`src/rtl/chan_scan_pkg.sv`:
```
package chan_scan_pkg;
  localparam logic [3:0] GND_CODE = 4'hF;

  typedef enum logic [1:0] {
    SCAN_UP     = 2'b00,
    SCAN_REPEAT = 2'b01,
    SCAN_ONE_A  = 2'b10,
    SCAN_ONE_B  = 2'b11
  } scan_mode_e;

  typedef struct packed {
    logic [3:0] sel;
    logic       single;
    scan_mode_e scan;
    logic       refsel;
  } scan_cfg_t;
endpackage

```
`src/rtl/chan_cfg_qual.sv`:
```
module chan_cfg_qual
  import chan_scan_pkg::*;
#(
  parameter int NUM_INPUTS = 12,
  parameter int REPEAT     = 8,
  parameter int CW         = 4
) (
  input  scan_cfg_t        raw_cfg,
  output scan_cfg_t        q_cfg,
  output logic             reserved,
  output logic [CW-1:0]    count
);
  localparam logic [3:0] SEL_MASK = (NUM_INPUTS <= 4) ? 4'b0011 :
                                    (NUM_INPUTS <= 8) ? 4'b0111 : 4'b1111;

  always_comb begin
    q_cfg     = raw_cfg;
    q_cfg.sel = raw_cfg.sel & SEL_MASK;
    reserved  = (int'(q_cfg.sel) >= NUM_INPUTS);
    unique case (q_cfg.scan)
      SCAN_UP:     count = q_cfg.single ? (CW'(q_cfg.sel) + CW'(1))
                                        : (CW'(q_cfg.sel[3:1]) + CW'(1));
      SCAN_REPEAT: count = CW'(REPEAT);
      default:     count = CW'(1);
    endcase
  end
endmodule

```
`src/rtl/chan_entry_map.sv`:
```
module chan_entry_map
  import chan_scan_pkg::*;
#(
  parameter int NUM_INPUTS = 12,
  parameter bit SHARED_REF = 1'b1,
  parameter int CW         = 4
) (
  input  scan_cfg_t     cfg,
  input  logic [CW-1:0] step,
  output logic [3:0]    pos,
  output logic [3:0]    neg
);
  localparam logic [3:0] TOP = 4'(NUM_INPUTS - 1);

  logic [3:0] s4;
  logic [3:0] ch;
  logic [3:0] pos_raw;
  logic [3:0] neg_raw;

  always_comb begin
    s4 = 4'(step);
    if (cfg.scan == SCAN_UP)
      ch = cfg.single ? s4 : {s4[2:0], cfg.sel[0]};
    else
      ch = cfg.sel;
    pos_raw = ch;
    neg_raw = cfg.single ? GND_CODE : (ch ^ 4'd1);
  end

  generate
    if (SHARED_REF) begin : g_ref
      always_comb begin
        pos = (cfg.refsel && pos_raw == TOP) ? GND_CODE : pos_raw;
        neg = (cfg.refsel && neg_raw == TOP) ? GND_CODE : neg_raw;
      end
    end else begin : g_noref
      always_comb begin
        pos = pos_raw;
        neg = neg_raw;
      end
    end
  endgenerate
endmodule

```
`src/rtl/chan_step_ctrl.sv`:
```
module chan_step_ctrl #(
  parameter int CW = 4
) (
  input  logic          clk,
  input  logic          rst,
  input  logic          accept,
  input  logic          xfer,
  input  logic [CW-1:0] count_in,
  output logic [CW-1:0] step_next,
  output logic          valid,
  output logic          last
);
  logic [CW-1:0] step_q;
  logic [CW-1:0] count_q;
  logic [CW-1:0] count_sel;

  always_comb begin
    count_sel = accept ? count_in : count_q;
    if (accept)
      step_next = '0;
    else if (xfer && !last)
      step_next = step_q + CW'(1);
    else
      step_next = step_q;
  end

  always_ff @(posedge clk) begin
    if (rst) begin
      valid   <= 1'b0;
      last    <= 1'b0;
      step_q  <= '0;
      count_q <= '0;
    end else begin
      if (accept) count_q <= count_in;
      step_q <= step_next;
      last   <= (step_next == count_sel - CW'(1));
      if (accept)
        valid <= 1'b1;
      else if (xfer && last)
        valid <= 1'b0;
    end
  end

  AST_RESET_IDLE: assert property (@(posedge clk) rst |=> !valid);
  AST_STEP_BOUND: assert property (@(posedge clk) disable iff (rst)
    valid |-> step_q < count_q);
endmodule

```
`src/rtl/chan_scan_seq.sv`:
```
module chan_scan_seq
  import chan_scan_pkg::*;
#(
  parameter int NUM_INPUTS = 12,
  parameter int REPEAT     = 8,
  parameter bit SHARED_REF = 1'b1
) (
  input  logic       clk,
  input  logic       rst,
  input  logic       start,
  input  logic [3:0] cfg_sel,
  input  logic       cfg_single,
  input  logic [1:0] cfg_scan,
  input  logic       cfg_refsel,
  output logic       out_valid,
  input  logic       out_ready,
  output logic [3:0] out_pos,
  output logic [3:0] out_neg,
  output logic       out_last
);
  localparam int MAXCNT = (REPEAT > NUM_INPUTS) ? REPEAT : NUM_INPUTS;
  localparam int CW     = $clog2(MAXCNT + 1);
  localparam logic [3:0] TOP = 4'(NUM_INPUTS - 1);

  scan_cfg_t     raw_cfg, in_cfg, cfg_q, cfg_next;
  logic          in_reserved;
  logic [CW-1:0] in_count;
  logic [CW-1:0] step_next;
  logic          accept, xfer;
  logic [3:0]    pos_d, neg_d;

  always_comb begin
    raw_cfg.sel    = cfg_sel;
    raw_cfg.single = cfg_single;
    raw_cfg.scan   = scan_mode_e'(cfg_scan);
    raw_cfg.refsel = cfg_refsel;
  end

  chan_cfg_qual #(.NUM_INPUTS(NUM_INPUTS), .REPEAT(REPEAT), .CW(CW)) u_qual (
    .raw_cfg (raw_cfg),
    .q_cfg   (in_cfg),
    .reserved(in_reserved),
    .count   (in_count)
  );

  assign accept   = start && !out_valid && !in_reserved;
  assign xfer     = out_valid && out_ready;
  assign cfg_next = accept ? in_cfg : cfg_q;

  chan_step_ctrl #(.CW(CW)) u_ctrl (
    .clk      (clk),
    .rst      (rst),
    .accept   (accept),
    .xfer     (xfer),
    .count_in (in_count),
    .step_next(step_next),
    .valid    (out_valid),
    .last     (out_last)
  );

  chan_entry_map #(.NUM_INPUTS(NUM_INPUTS), .SHARED_REF(SHARED_REF), .CW(CW)) u_map (
    .cfg (cfg_next),
    .step(step_next),
    .pos (pos_d),
    .neg (neg_d)
  );

  always_ff @(posedge clk) begin
    if (rst) begin
      cfg_q   <= '0;
      out_pos <= GND_CODE;
      out_neg <= GND_CODE;
    end else if (accept || xfer) begin
      cfg_q   <= cfg_next;
      out_pos <= pos_d;
      out_neg <= neg_d;
    end
  end

  AST_HOLD_WHEN_STALLED: assert property (@(posedge clk) disable iff (rst)
    out_valid && !out_ready |=> out_valid && $stable(out_pos) && $stable(out_neg)
                                && $stable(out_last));
  AST_LAST_ENDS: assert property (@(posedge clk) disable iff (rst)
    out_valid && out_ready && out_last |=> !out_valid);
  AST_PAIR_ADJACENT: assert property (@(posedge clk) disable iff (rst)
    out_valid && !cfg_q.single && out_pos != GND_CODE && out_neg != GND_CODE
    |-> (out_pos ^ out_neg) == 4'd1);
  AST_IN_RANGE: assert property (@(posedge clk) disable iff (rst)
    out_valid |-> (out_pos == GND_CODE || int'(out_pos) < NUM_INPUTS) &&
                  (out_neg == GND_CODE || int'(out_neg) < NUM_INPUTS));
  AST_REF_TO_GND: assert property (@(posedge clk) disable iff (rst)
    out_valid && cfg_q.refsel && SHARED_REF |-> out_pos != TOP && out_neg != TOP);
endmodule

```
`config.mk`:
```
export PLATFORM = sky130hd
export DESIGN_NAME = chan_scan_seq
export DESIGN_NICKNAME = d
export VERILOG_FILES = /design/src/rtl/chan_scan_pkg.sv /design/src/rtl/chan_cfg_qual.sv /design/src/rtl/chan_entry_map.sv /design/src/rtl/chan_step_ctrl.sv /design/src/rtl/chan_scan_seq.sv
export SDC_FILE = /design/constraint.sdc
export NUM_CORES = 1
export LEC_CHECK = 0
export BUFFER_PORTS_ARGS = -buffer_cell sky130_fd_sc_hd__buf_2
export CAP_MARGIN = 25
export CORE_MARGIN = 2
export CORE_UTILIZATION = 35
export DETAILED_ROUTE_END_ITERATION = 10
export GPL_TIMING_DRIVEN = 0
export PLACE_DENSITY_LB_ADDON = 0.12
export RECOVER_POWER = 100
export SYNTH_ARGS = -nofsm -noshare
export SYNTH_HDL_FRONTEND = slang
export SYNTH_SLANG_ARGS = --single-unit
```
`constraint.sdc`:
```
create_clock -name clk -period 5.5 [get_ports clk]
set_clock_uncertainty 0.05 [all_clocks]
set_input_delay 0.275 -clock clk [delete_from_list [all_inputs] [get_ports clk]]
set_output_delay 0.275 -clock clk [all_outputs]
set_load 0.005 [all_outputs]
```
# Word-level counts from Yosys, hierarchy flattened
# Cells that the tools add are included.
# Widths: inputs -> output; s select.
dict set report op_classes {
  n_reduce_logical 14
  addsub 4
  mux 13
  order_cmp 1
  bitwise_logic 1
  n_eq_ne 4
}
# operator count
set op_table {}
lappend op_table {{$mux 4} 9}
lappend op_table {{$add 4x1->4 const B} 2}
lappend op_table {{$eq 4x4->1 const B} 2}
lappend op_table {{$mux 8} 1}
lappend op_table {{$pmux 4 s2} 1}
lappend op_table {{$logic_and 1x1->1} 7}
lappend op_table {{$add 3x1->4 const B} 1}
lappend op_table {{$eq 4x4->1} 1}
lappend op_table {{$ge 4x4->1 const B} 1}
lappend op_table {{$logic_not 2->1} 2}
lappend op_table {{$sub 4x1->4 const B} 1}
lappend op_table {{$logic_not 1->1} 3}
lappend op_table {{$eq 2x1->1 const B} 1}
lappend op_table {{$mux 1} 2}
lappend op_table {{$reduce_bool 2->1} 1}
lappend op_table {{$logic_or 1x1->1} 1}
lappend op_table {{$not 1->1} 1}
dict set report totals {
  reg_bits 26
  inputBits 12
  wordCells 47
}

# Depth between registers and ports, before layout
dict set report depth {
  ltp_word 11
  depth_mapped 11
  mapped_depth_nobuf 9
}

# Modules after synthesis
# Synthesis repeated with hierarchy kept, for this count alone.
dict set report hier_totals {
  hier_cells 164
  area_unflattened_um2 1597.8
}
# mod n_inst area_each_um2 cells_per_inst
set by_module_without_submodules {}
lappend by_module_without_submodules {chan_scan_seq 1 640.6 63}
lappend by_module_without_submodules {chan_step_ctrl 1 565.5 56}
lappend by_module_without_submodules {chan_entry_map 1 209.0 21}
lappend by_module_without_submodules {chan_cfg_qual 1 182.7 24}

# Least setup slack after synthesis
# Ideal clock, no wire load.
dict set report synth_timing {
  kind {input to register}
  start {input cfg_single}
  end {register u_ctrl.last}
  slack_ps 3204
  arrival_ps 2158
  path_stages 10
  t_required_ps 5362
  setup_ps 88
  n_path_buf 1
  cell_sequence {buf_6 mux2_2 ha_1 and4_1 a21oi_1 ha_1 nor2_1 a32oi_1 o32a_1 nor4_2}
}
dict set report synth_between {
  elab_chain_len 5
}
# element line
set synth_lines {}
lappend synth_lines {{start, declared} chan_scan_seq.sv:12} ;# input logic cfg_single,
lappend synth_lines {{$mux 4} chan_cfg_qual.sv:21} ;# SCAN_UP: count = q_cfg.single ? (CW'(q_cfg.sel) + CW'(1))
lappend synth_lines {{$pmux 4 s2} chan_cfg_qual.sv:20} ;# unique case (q_cfg.scan)
lappend synth_lines {{$mux 4} -}
lappend synth_lines {{$sub 4x1->4} chan_step_ctrl.sv:36} ;# last <= (step_next == count_sel - CW'(1));
lappend synth_lines {{$eq 4x4->1} chan_step_ctrl.sv:36}
lappend synth_lines {{end signal, assigned} chan_step_ctrl.sv:36}
lappend synth_lines {{end, declared} chan_step_ctrl.sv:11} ;# output logic last
# Every way passes these cells.
# A chain may end at the register's enable or synchronous reset.

# Worst setup path after layout
dict set report layout_timing {
  start {register u_ctrl.valid}
  end {register u_ctrl.last}
}
dict set report layout_between {
  elab_chain_len 6
  elab_cells_between_ends 10
}
# element line
set layout_lines {}
lappend layout_lines {{start, declared} chan_step_ctrl.sv:10} ;# output logic valid,
lappend layout_lines {{start signal, assigned} chan_step_ctrl.sv:29} ;# valid <= 1'b0;
lappend layout_lines {{start signal, assigned} chan_step_ctrl.sv:38} ;# valid <= 1'b1;
lappend layout_lines {{start signal, assigned} chan_step_ctrl.sv:40} ;# valid <= 1'b0;
lappend layout_lines {{$logic_not 1->1} chan_scan_seq.sv:46} ;# assign accept = start && !out_valid && !in_reserved;
lappend layout_lines {{$logic_and 1x1->1 (2 in series)} chan_scan_seq.sv:46}
lappend layout_lines {{$mux 4} -}
lappend layout_lines {{$sub 4x1->4} chan_step_ctrl.sv:36}
lappend layout_lines {{$eq 4x4->1 *} chan_step_ctrl.sv:36}
# Every way passes the cells marked *; elsewhere a longest branch is shown, timed or not.

==> metrics.cfg <==
[run_status]
run_status = finished clean

[logic_synthesis]
syn_area_per_cell_um2 = 8.10
netlist.area_leader.share_pct = 35.1
ys_ff_latch = 26
synth.distinct_cells = 51
syn-cell-area_mm2 = 0.00148
asyncSetResetFlopFracSynth_pct = 0
netlist_top_cells_area = dfxtp_1 35%, nand2_1 5.8%, a21oi_1 5.1%, nor2_1 4.3%, xnor2_1 3.0%
cells_after_synth = 183
synth-edff-count = 0
yosys_warnings = 0
synthesized_nets = 198
synth_largest_area_cell = dfxtp_1
synth_seq_area_share_pct = 35.1
synth-main-ff-cell = dfxtp_1

[drt]
route.vias.total = 1401
postRouteAntennaNets = 0
vias_per_cell = 5.52
dr.first_iter.drc_count = 88
finalWirelength_mm = 3.89
route.detailed.wl_per_inst_um = 15.3
drt-pass1-iter-count = 4
detail_route.drc_violations = 0

[setup_path]
crit_path_class = flop to flop
cp_max_fo = 10
required_ns = 5.64
timing.reg2reg.setup_slack_ns = 2.77
endpoint_kind = flop
critPathLaunchType = flop
cp_data_arrival_time_ns = 2.86

[sta]
setup_tns_ns = 0
slew_viol_final = 0
rsz0062_at_grt = no
relSlewSlack_pct = 54.6
hold_viol = 0
worst-slew-pin-transition_ns = 0.681
final_period_minus_worst_setup_slack_ns = 2.73
max_clock_freq_mhz = 367
post-route-period-util_pct = 49.6
timing.hold.ws_ns = 0.224
setup-violations-final = 0

[global_route]
layer_carrying_the_most_global_route_usage = met2
groute.layer.met2.usage_pct = 26.4
grt_start_max_net_pins = 16
grt_pass1_vias = 1396
global_route.usage.met1_pct = 22.8
first_pass_grt_wire_length_mm = 6.57
groute.layer.met3.usage_pct = 2.92
grt_usage_pct = 16.5
antenna_found_initial = 0
gr-total-overflow = 0

[clock_tree]
clock_latency_ns = 0.28
cts_hold_buffers = 0
numCtsBuffers = 3
post_cts_resized = 0
root_buffer = clkbuf_8
cts.path.max_buffers = 2
clk_pin_slew_worst_paths_ns = 0.10
clock_tree.htree_level_count = 1
numClockSinks = 26
clock_tree_from_tritoncts = yes
postCtsSetupRepairBufs = 0

[final_layout]
layout.nets = 220
mostFrequentLayoutCells = 26 x dfxtp_1, 23 x nand2_1, 18 x buf_2, 17 x nor2_1, 15 x a21oi_1
insertedDiodeCount = 0
finish.instance_area_mm2 = 0.00169
final_util_pct = 41.9
finish.cell_count_without_fillers = 254
drive_above_1_share_pct = 14.2
area_growth_syn_to_layout_pct = 13.9
most_common_cell_after_layout_fill_and_taps_aside = dfxtp_1

[placed_design]
numPlacedInstances = 250
post_dp_cell_area_mm2 = 0.00163
io_buffer_count = 17
routability_congestion = 0.793
dpl.hpwl_mm = 2.94

[floorplanning]
die_width_um = 69.1
chipHeight_um = 69.1
boundaryPins = 22
num_rows = 23
core_footprint_mm2 = 0.00403
fp.dieArea_mm2 = 0.00477
initial_utilization_pct = 36.8

[job]
timing.max_cap.violations = 0

[power]
sw_frac_of_total_pct = 28.7
p_int_mw = 0.340
clock_power_share_pct = 34.4
p_leak_nw = 0.654
seqPwrFrac_pct = 43.6
power.share.combinational_pct = 22.0
total_switching_power_mw = 0.137
power_density_mw_per_mm2 = 283
ir_drop_mv = 0.102

[min_path]
type_of_the_tightest_min_delay_check = primary input to flop

==> critical path, cell delays in order, from the launching register on <==
cell      delay [ns]
dfxtp_1         0.32
clkbuf_1        0.21
nor2b_1         0.15
clkbuf_1        0.33
o2111a_1        0.30
or2_0           0.12
clkbuf_1        0.20
ha_1            0.29
nor2_1          0.11
a32oi_1         0.11
o32a_1          0.19
nor4_1          0.26
==> cells in the mapped netlist, types with 2 or more instances <==
master      n
xnor2_1     5
or3_1       2
nor2_1     17
nand2_1    23
and3_1      4
o21ai_0     6
mux2i_1     4
nor3_1      6
inv_1       3
ha_1        3
xor2_1      3
dfxtp_1    26
o22ai_1     3
o2111ai_1   2
nor3b_1     2
a31oi_1     3
nand3b_1    3
buf_2       6
nand4b_1    3
a22oi_1     3
a21boi_0    2
clkbuf_1    5
nand3_1     4
a21oi_1    15
nand2b_1    4
==> layer usage <==
metal	share of wire, %	routed length [µm]
met5	0	0
met4	1.2	46
met3	3.4	132
met2	44	1720
met1	51	2000
==> through the flow <==
| stage | setup slack [ns] | total power [mW] |
|---|---|---|
| floorplan | 3.20 | 0.286 |
| global placement | 2.99 | 0.316 |
| detailed placement | 3.02 | 0.318 |
| CTS | 3.10 | 0.479 |
| global route | 2.59 | 0.500 |
| finish | 2.77 | 0.477 |
==> cell type report <==
class / instances / area [µm²]
fillers: 430 / 2340
clock inverters: 1 / 30.0
plain buffers: 12 / 55.1
multi-input cells: 142 / 883
well taps: 50 / 62.6
flip-flops and latches: 26 / 520
clock buffers: 3 / 41.3
inverters: 3 / 11.3
repair buffers: 17 / 83.8
==> path summary, 6_finish.rpt <==
path	startpoint	endpoint	depth (start not counted)
max	u_ctrl.valid	u_ctrl.last	11
min	cfg_sel[1]	cfg_q[5]	3
max reg2reg	u_ctrl.valid	u_ctrl.last	11
min reg2reg	cfg_q[5]	cfg_q[5]	2
==> registers in the layout (all words and copies together) (netlist names) <==
| signal | cells |
|---|---|
| u_ctrl.valid | 1 |
| u_ctrl.step_q | 4 |
| out_neg | 4 |
| u_ctrl.last | 1 |
| u_ctrl.count_q | 4 |
| out_pos | 4 |
| cfg_q | 8 |
==> cell families (layout without fill, tap and decap cells) <==
group / Yosys count / after routing / share of synthesized area, %
simple gates: 76 / 76 / 26.1
compound gates: 49 / 49 / 22.2
flops: 26 / 26 / 35.1
buf+inv: 15 / 36 / 4.81
xor+xnor: 8 / 8 / 4.73
mux: 6 / 6 / 4.48
fa+ha+maj: 3 / 3 / 2.53
==> power groups by stage <==
stage / Sequential [mW] / Clock [mW] / Combinational [mW]
6_report: 0.208 / 0.164 / 0.105
5_1_grt: 0.210 / 0.173 / 0.117
4_1_cts: 0.208 / 0.165 / 0.107
3_5_place_dp: 0.212 / 0 / 0.106
3_3_place_gp: 0.212 / 0 / 0.104
2_1_floorplan: 0.212 / 0 / 0.0738
Note: power is estimated with default switching activity, not from simulation.
